<file path="src/rtl/cfg_readback_pkg.sv">
package cfg_readback_pkg;
  typedef struct packed {
    logic cfg;  // configuration-select bit
    logic en;   // program-enable bit
  } ctrl_t;
endpackage

</file>
<file path="src/rtl/cfg_readback_arm.sv">
module cfg_readback_arm
  import cfg_readback_pkg::*;
#(
  parameter int LPM_WIN = 3,
  parameter int SPM_WIN = 4,
  parameter int CNT_W   = $clog2(SPM_WIN + 1)
) (
  input  logic  clk_i,
  input  logic  rst_ni,
  input  logic  wr_ok_i,
  input  ctrl_t wdata_i,
  input  logic  lpm_i,
  input  logic  spm_i,
  input  logic  busy_i,
  output ctrl_t ctrl_o,
  output logic  redir_o
);
  localparam logic [CNT_W-1:0] LpmLim  = CNT_W'(LPM_WIN);
  localparam logic [CNT_W-1:0] SpmLast = CNT_W'(SPM_WIN - 1);

  ctrl_t            ctrl_q;
  logic [CNT_W-1:0] age_q;
  logic             in_lpm_win, consume, expire;

  assign in_lpm_win = ctrl_q.en && (age_q < LpmLim);
  assign redir_o    = lpm_i && ctrl_q.en && ctrl_q.cfg && in_lpm_win && !busy_i;
  assign consume    = redir_o || (spm_i && ctrl_q.en);
  assign expire     = ctrl_q.en && (age_q == SpmLast);
  assign ctrl_o     = ctrl_q;

  always_ff @(posedge clk_i or negedge rst_ni) begin
    if (!rst_ni) begin
      ctrl_q <= '0;
      age_q  <= '0;
    end else if (wr_ok_i) begin
      ctrl_q <= wdata_i;
      age_q  <= '0;
    end else if (consume || expire) begin
      ctrl_q <= '0;
      age_q  <= '0;
    end else if (ctrl_q.en) begin
      age_q  <= age_q + 1'b1;
    end
  end

  p_use_clears_r6: assert property (@(posedge clk_i) disable iff (!rst_ni)
    (redir_o && !wr_ok_i) |=> (ctrl_q == '0));

  p_store_clears_r8: assert property (@(posedge clk_i) disable iff (!rst_ni)
    (spm_i && ctrl_q.en && !wr_ok_i) |=> (ctrl_q == '0));

  p_expiry_r7: assert property (@(posedge clk_i) disable iff (!rst_ni)
    (ctrl_q.en && age_q == SpmLast && !wr_ok_i) |=> !ctrl_q.en);

  p_age_bound_r7: assert property (@(posedge clk_i) disable iff (!rst_ni)
    age_q <= SpmLast);

  p_busy_blocks_r9: assert property (@(posedge clk_i) disable iff (!rst_ni)
    (busy_i && !ctrl_q.en) |=> $stable(ctrl_q));

  p_no_redir_busy_r9: assert property (@(posedge clk_i) disable iff (!rst_ni)
    busy_i |-> !redir_o);
endmodule

</file>
<file path="src/rtl/cfg_readback_sel.sv">
module cfg_readback_sel #(
  parameter int                 ADDR_W = 16,
  parameter int                 DATA_W = 8,
  parameter int                 LOCK_W = 6,
  parameter logic [ADDR_W-1:0]  Z_FLO  = 'h0,
  parameter logic [ADDR_W-1:0]  Z_LOCK = 'h1,
  parameter logic [ADDR_W-1:0]  Z_FHI  = 'h3
) (
  input  logic [ADDR_W-1:0] zptr_i,
  input  logic [LOCK_W-1:0] lock_i,
  input  logic [DATA_W-1:0] fuse_lo_i,
  input  logic [DATA_W-1:0] fuse_hi_i,
  output logic [DATA_W-1:0] cfg_byte_o
);
  localparam int PAD_W = DATA_W - LOCK_W;

  logic [DATA_W-1:0] lock_byte;

  // unused lock-byte positions read as unprogrammed
  generate
    if (PAD_W > 0) begin : g_pad
      assign lock_byte = {{PAD_W{1'b1}}, lock_i};
    end else begin : g_nopad
      assign lock_byte = lock_i[DATA_W-1:0];
    end
  endgenerate

  always_comb begin
    unique case (zptr_i)
      Z_LOCK:  cfg_byte_o = lock_byte;
      Z_FLO:   cfg_byte_o = fuse_lo_i;
      Z_FHI:   cfg_byte_o = fuse_hi_i;
      default: cfg_byte_o = '1;
    endcase
  end
endmodule

</file>
<file path="src/rtl/cfg_readback_rdpath.sv">
module cfg_readback_rdpath #(
  parameter int DATA_W = 8
) (
  input  logic              clk_i,
  input  logic              rst_ni,
  input  logic              lpm_i,
  input  logic              redir_i,
  input  logic [DATA_W-1:0] cfg_byte_i,
  input  logic [DATA_W-1:0] flash_i,
  output logic [DATA_W-1:0] rdata_o
);
  always_ff @(posedge clk_i or negedge rst_ni) begin
    if (!rst_ni)      rdata_o <= '0;
    else if (lpm_i)   rdata_o <= redir_i ? cfg_byte_i : flash_i;
  end

  p_flash_when_idle_r10: assert property (@(posedge clk_i) disable iff (!rst_ni)
    (lpm_i && !redir_i) |=> (rdata_o == $past(flash_i)));

  p_hold_r10: assert property (@(posedge clk_i) disable iff (!rst_ni)
    !lpm_i |=> $stable(rdata_o));

  p_cfg_when_armed_r3: assert property (@(posedge clk_i) disable iff (!rst_ni)
    (lpm_i && redir_i) |=> (rdata_o == $past(cfg_byte_i)));
endmodule

</file>
<file path="src/rtl/cfg_readback_ctrl.sv">
module cfg_readback_ctrl
  import cfg_readback_pkg::*;
#(
  parameter int ADDR_W  = 16,
  parameter int DATA_W  = 8,
  parameter int LOCK_W  = 6,
  parameter int LPM_WIN = 3,
  parameter int SPM_WIN = 4
) (
  input  logic              clk_i,
  input  logic              rst_ni,
  input  logic              ctrl_we_i,
  input  logic [1:0]        ctrl_wdata_i,
  input  logic              lpm_i,
  input  logic              spm_i,
  input  logic [ADDR_W-1:0] zptr_i,
  input  logic [DATA_W-1:0] flash_rdata_i,
  input  logic              ee_busy_i,
  input  logic [LOCK_W-1:0] lock_bits_i,
  input  logic [DATA_W-1:0] fuse_lo_i,
  input  logic [DATA_W-1:0] fuse_hi_i,
  output logic [1:0]        ctrl_o,
  output logic [DATA_W-1:0] rdata_o
);
  ctrl_t             ctrl_s;
  logic              wr_ok, redir;
  logic [DATA_W-1:0] cfg_byte;

  assign wr_ok  = ctrl_we_i && !ee_busy_i;
  assign ctrl_o = ctrl_s;

  cfg_readback_arm #(
    .LPM_WIN(LPM_WIN), .SPM_WIN(SPM_WIN)
  ) u_arm (
    .clk_i, .rst_ni,
    .wr_ok_i (wr_ok),
    .wdata_i (ctrl_t'(ctrl_wdata_i)),
    .lpm_i, .spm_i,
    .busy_i  (ee_busy_i),
    .ctrl_o  (ctrl_s),
    .redir_o (redir)
  );

  cfg_readback_sel #(
    .ADDR_W(ADDR_W), .DATA_W(DATA_W), .LOCK_W(LOCK_W)
  ) u_sel (
    .zptr_i, .lock_i(lock_bits_i), .fuse_lo_i, .fuse_hi_i,
    .cfg_byte_o(cfg_byte)
  );

  cfg_readback_rdpath #(.DATA_W(DATA_W)) u_rd (
    .clk_i, .rst_ni, .lpm_i,
    .redir_i(redir), .cfg_byte_i(cfg_byte),
    .flash_i(flash_rdata_i), .rdata_o
  );

  p_busy_write_r9: assert property (@(posedge clk_i) disable iff (!rst_ni)
    (ctrl_we_i && ee_busy_i && ctrl_o[0] == 1'b0) |=> $stable(ctrl_o));

  p_write_loads_r2: assert property (@(posedge clk_i) disable iff (!rst_ni)
    (ctrl_we_i && !ee_busy_i) |=> (ctrl_o == $past(ctrl_wdata_i)));
endmodule

</file>
<file path="config.mk">
export PLATFORM = sky130hd
export DESIGN_NAME = cfg_readback_ctrl
export DESIGN_NICKNAME = d
export VERILOG_FILES = /design/src/rtl/cfg_readback_pkg.sv /design/src/rtl/cfg_readback_arm.sv /design/src/rtl/cfg_readback_sel.sv /design/src/rtl/cfg_readback_rdpath.sv /design/src/rtl/cfg_readback_ctrl.sv
export SDC_FILE = /design/constraint.sdc
export NUM_CORES = 1
export LEC_CHECK = 0
export BUFFER_PORTS_ARGS = -buffer_cell sky130_fd_sc_hd__clkbuf_2
export CORE_MARGIN = 5
export CORE_UTILIZATION = 30
export CTS_BUF_LIST = sky130_fd_sc_hd__clkbuf_4
export DETAILED_ROUTE_END_ITERATION = 7
export HOLD_SLACK_MARGIN = 0.1
export PLACE_DENSITY = 0.59
export SYNTH_ARGS = -nofsm -noshare
export SYNTH_HDL_FRONTEND = slang
export SYNTH_SLANG_ARGS = --single-unit
</file>
<file path="constraint.sdc">
create_clock -name clk_i -period 3.24 [get_ports clk_i]
set_input_delay 0.486 -clock clk_i [delete_from_list [all_inputs] [get_ports clk_i]]
set_output_delay 0.486 -clock clk_i [all_outputs]
set_load 0.01 [all_outputs]
</file>
[Word-level counts from Yosys, hierarchy flattened]
Cells that the tools add are included.
Cells by class
  multiplexer cells: 7
  reductions and logical operators: 14
  magnitude comparators: 1
  $add $sub $neg: 1
  equality and inequality tests: 3
Operators with widths (number)
  $pmux W8 S3: 1
  $eq A16 B1 Y1 const B: 1
  $eq A16 B2 Y1 const B: 1
  $logic_not A16 Y1: 1
  $mux W3: 3
  $logic_and A1 B1 Y1: 8
  $mux W8: 1
  $mux W2: 2
  $add A3 B1 Y3 const B: 1
  $eq A3 B2 Y1 const B: 1
  $lt A3 B2 Y1 const B: 1
  $reduce_bool A3 Y1: 1
  $logic_or A1 B1 Y1: 2
  $reduce_bool A2 Y1: 1
  $logic_not A1 Y1: 1
Word-level totals
  output and inout port bits: 10
  word-level logic and storage cells: 30
  register bits: 13

[Longest topological paths before layout]
  depth after elaboration: 8
  mapped depth: 7

[Hierarchy]
A second synthesis with hierarchy kept.
Second synthesis, totals
  cells, all modules: 97
  area total of the unflattened synthesis: 934.6 um2
Modules (own cells, without submodules)
  cfg_readback_rdpath: cells each 35, sequential area each 200.2 um2, area each 384.1 um2, times used 1
  cfg_readback_arm: cells each 28, sequential area each 125.1 um2, area each 289.0 um2, times used 1
  cfg_readback_sel: cells each 33, sequential area each 0.0 um2, area each 247.7 um2, times used 1
  cfg_readback_ctrl: cells each 1, sequential area each 0.0 um2, area each 13.8 um2, times used 1

[Worst setup path before layout]
OpenSTA, ideal clock, no wires.
  path type: in2reg
  from: input port lpm_i
  to: register u_rd.rdata_o[0]
  data arrival time: 1.531 ns
  slack: 1.614 ns
  setup time: 0.094 ns
  stages: 7
  path buffers: 3
  cell sequence: buf_6 -> and4bb_1 -> and3_1 -> buf_6 -> and2_4 -> buf_6 -> a221oi_2
Between the ends
  longest elaborated chain between the ends: 5
RTL lines
  start, declared: line cfg_readback_ctrl.sv:14  | input logic lpm_i,
  $logic_and A1 B1 Y1 (4 in series): line cfg_readback_arm.sv:26  | assign redir_o = lpm_i && ctrl_q.en && ctrl_q.cfg && in_lpm_win && !busy_i;
  $mux W8: line cfg_readback_rdpath.sv:14  | else if (lpm_i) rdata_o <= redir_i ? cfg_byte_i : flash_i;
  end signal, assigned: line cfg_readback_rdpath.sv:14
  end, declared: line cfg_readback_rdpath.sv:10  | output logic [DATA_W-1:0] rdata_o
Parallel ways exist; a longest one is shown, timed or not.
A chain may end at the register's enable or synchronous reset.

[Final worst setup path]
  from: input port lpm_i
  to: register u_rd.rdata_o[2]
The elaborated chain is that of the path after synthesis.

==> summary.txt <==
Global routing
  – Initial antenna violation count: 0
  – First-pass GRT wire length: 4280 microns
  – Largest net degree at the start of global routing: 18
  – Gr usage total: 12.7%
  – Vias in the first global route: 1002
  – Total gr overflow: 0

Worst setup path
  – CP cell instances: clkbuf_2 -> and4bb_1 -> and3_1 -> and2_4 -> a221oi_2
  – Cells on worst reg2reg path: 4
  – Critical Path RT: 3.38 ns
  – Cell family with most CP delay: simple AND/OR/NAND/NOR gates
  – Slowest stage cell on the critical path: and3_1
  – Arr. time, crit path: 1.88 ns
  – Crit Path Class: in -> reg
  – CP Capture Type: flip-flop
  – Critical path startpoint category: primary input
  – Maximum fanout along the worst path: 17
  – Buf/Inv on CP: 1
  – Critical path depth in cells: 5
  – Critical Path Max Stage Delay: 0.47 ns

Yosys
  – Avg Cell Area, Syn: 9.48 sq um
  – Sequential element share of the synthesized area: 37.3%
  – Adder-cell share of the synthesized area: 2.87%
  – Syn Inst Count: 92
  – Compound-cell area share of the yosys netlist: 23.2%
  – Synth unique cells: 25
  – Post-synthesis register bit count: 13
  – Largest family of logic cells by synthesized area: compound AO/OA/AOI/OAI gates
  – Cell Area, Synth: 872 sq um
  – Multiplexer share of the synthesized area: 7.75%
  – Mapped Nets: 148
  – Synth Area in Simple Gates: 21.4%
  – Synth warn: 0
  – Xor/xnor share of the synthesized area: 0%

Layout
  – Area growth, synth to finish: 37.9%
  – Fin area: 1200 sq um
  – NumNets Final: 208
  – Layout cells sized above 1: 53.6%
  – Antenna Cells: 0

Placed design
  – Gpl congestion: 0.813
  – Post-detail-place hpwl: 2130 microns
  – Post-DP Area: 1170 sq um
  – Port Buf Inserts: 63

CTS
  – Root Driver: clkbuf_4
  – CTS Hold Bufs: 0
  – TritonCTS Buffers: 3
  – Resize count post-CTS: 0
  – Clock Latency Late Sink: 0.27 ns
  – Clock buffer depth: 2
  – Reg clk slew, reported paths: 0.08 ns
  – H-tree lvl count: 1
  – CTS Sinks: 13
  – CTS tree: built
  – Postcts setup bufs: 0

STA
  – Max Slew Vio Count: 0
  – Post-route clock period utilization: 53.6%
  – Hold Vio Cnt, Final: 0
  – RSZ-0062 raised after global routing: false
  – Setup Viol. Count Final: 0
  – Min Tclk post-route: 1.74 ns
  – Slew HR: 67.0%
  – Clk_skew: 0.00623 ns
  – Fmax: 576 MHz
  – Worst Tran Pin Value: 0.495 ns
  – Setup TNS: 0 ns

Detailed routing
  – Met2 WL: 1150 microns
  – Met3 wire length: 263 microns
  – M1 wire length: 1090 microns
  – Vias/cell: 5.02
  – Drt wl/cell: 13.9 microns
  – Residual DRC: 0
  – DR pass1 iterations: 4
  – Highest Signal Layer: met4
  – Vias: 914
  – Initial DRC Count: 9
  – Total Wirelength: 2530 microns
  – Routed Antenna Nets: 0

Floorplan
  – CORE AREA: 2780 sq um
  – DIE HEIGHT: 63.9 microns
  – Boundary Pins: 64
  – DIE AREA: 4090 sq um
  – DIE WIDTH: 63.9 microns
  – Starting Density: 31.4%
  – Row count: 19

Power and ir drop
  – Pwr dens: 332 nW/um^2
  – Peak VDD IR: 0.169 mV
  – Pleak: 0.617 nW
  – Final Total Pwr: 0.399 mW

Outcome
  – Outcome: completed

Hold path
  – Worst min path class: in -> async

Job
  – Max-cap violations: 0
[metrics by stage]
stage | setup slack [ns] | hold slack [ns] | utilization (%) | std cells
after global placement | 1.25 | 0.402 | 42.2 | 178
after floorplan | 1.61 | 0.190 | - | 92
final | 1.50 | 0.0949 | 43.2 | 182
after CTS | 1.49 | 0.106 | 43.2 | 182
after detailed placement | 1.19 | 0.410 | 42.2 | 178
after global routing | 1.38 | 0.109 | 43.2 | 182
[flip-flops by register name, summed over array words and instances, names as in the netlist]
signal and cells:
u_arm.age_q 3, u_arm.ctrl_o 2, u_rd.rdata_o 8
[cell usage after synthesis (all sizes together)]
master	number	area (sq um)
or2	1	6.26
buf	4	38.8
mux2	6	67.6
nand2b	2	12.5
clkbuf	4	15.0
a21oi	2	10.0
and4bb	1	12.5
nor2b	1	6.26
o21ai	3	15.0
o22ai	10	62.6
nor4	3	18.8
nand2	6	22.5
nor2	15	56.3
and3	3	18.8
dfrtp	13	325
and4	1	8.76
and2	1	8.76
or3b	1	8.76
or3	1	6.26
o31ai	2	15.0
o32a	1	10.0
ha	2	25.0
a221oi	6	90.1
inv	3	11.3
[cell families (layout without fill, tap and decap cells)]
logic type | count (synthesis) | in the layout
AO/OA/AOI/OAI | 24 | 24
multiplexers | 6 | 6
adder cells (fa/ha/maj) | 2 | 2
AND/OR/NAND/NOR | 36 | 36
flip-flops | 13 | 13
buffers and inverters | 11 | 70
[metal layers]
metal,GRT usage [%],up-vias
li1,-,458
met1,15.0,409
met2,21.6,43
met3,4.03,4
met4,4.68,0
met5,0,-
[final timing paths]
check | slack [ns] | endpoint | from
min reg2reg | 0.54 | u_rd.rdata_o[7]$_DFFE_PN0P_ | u_rd.rdata_o[7]$_DFFE_PN0P_
max in group asynchronous | 2.89 | u_rd.rdata_o[0]$_DFFE_PN0P_ | rst_ni
max reg2reg | 1.59 | u_arm.age_q[0]$_DFFE_PN0P_ | u_arm.ctrl_o[0]$_DFFE_PN0P_
max | 1.50 | u_rd.rdata_o[2]$_DFFE_PN0P_ | lpm_i
min | 0.09 | u_arm.age_q[1]$_DFFE_PN0P_ | rst_ni
min in group clk_i | 0.41 | u_arm.ctrl_o[0]$_DFFE_PN0P_ | ctrl_wdata_i[0]
[report_power, final]
part           leakage (nW)  internal [mW]  switching (mW)  total (mW)
logic                 0.440         0.0542          0.0491       0.103
registers             0.158          0.176          0.0104       0.186
clock network        0.0184         0.0560          0.0534       0.109
[cell usage in the layout (no fill, tap or decap), types with 2 or more instances in the layout]
cell	instances
o31ai_1	2
clkbuf_4	4
nand2b_1	2
a221oi_2	6
dfrtp_1	13
nand2_1	6
nor4_1	3
and3_1	3
clkbuf_2	63
o22ai_1	10
inv_1	3
o21ai_0	3
ha_1	2
nor2_1	15
a21oi_1	2
mux2_2	6
[worst register-to-register path: stages, from the launching register on]
cell      delay, ns
dfrtp_1        0.45
and4bb_1       0.22
and3_1         0.34
or3_1          0.41
a21oi_1        0.16
[layout make-up]
| type | count | area (sq um) |
|---|---|---|
| tap | 31 | 38.8 |
| clock buffer | 4 | 30.0 |
| timing repair buffer | 63 | 315 |
| sequential | 13 | 325 |
| multi-input combinational | 68 | 482 |
| fill | 296 | 1580 |
| inverter | 3 | 11.3 |
(Power assumes the default switching activity.)
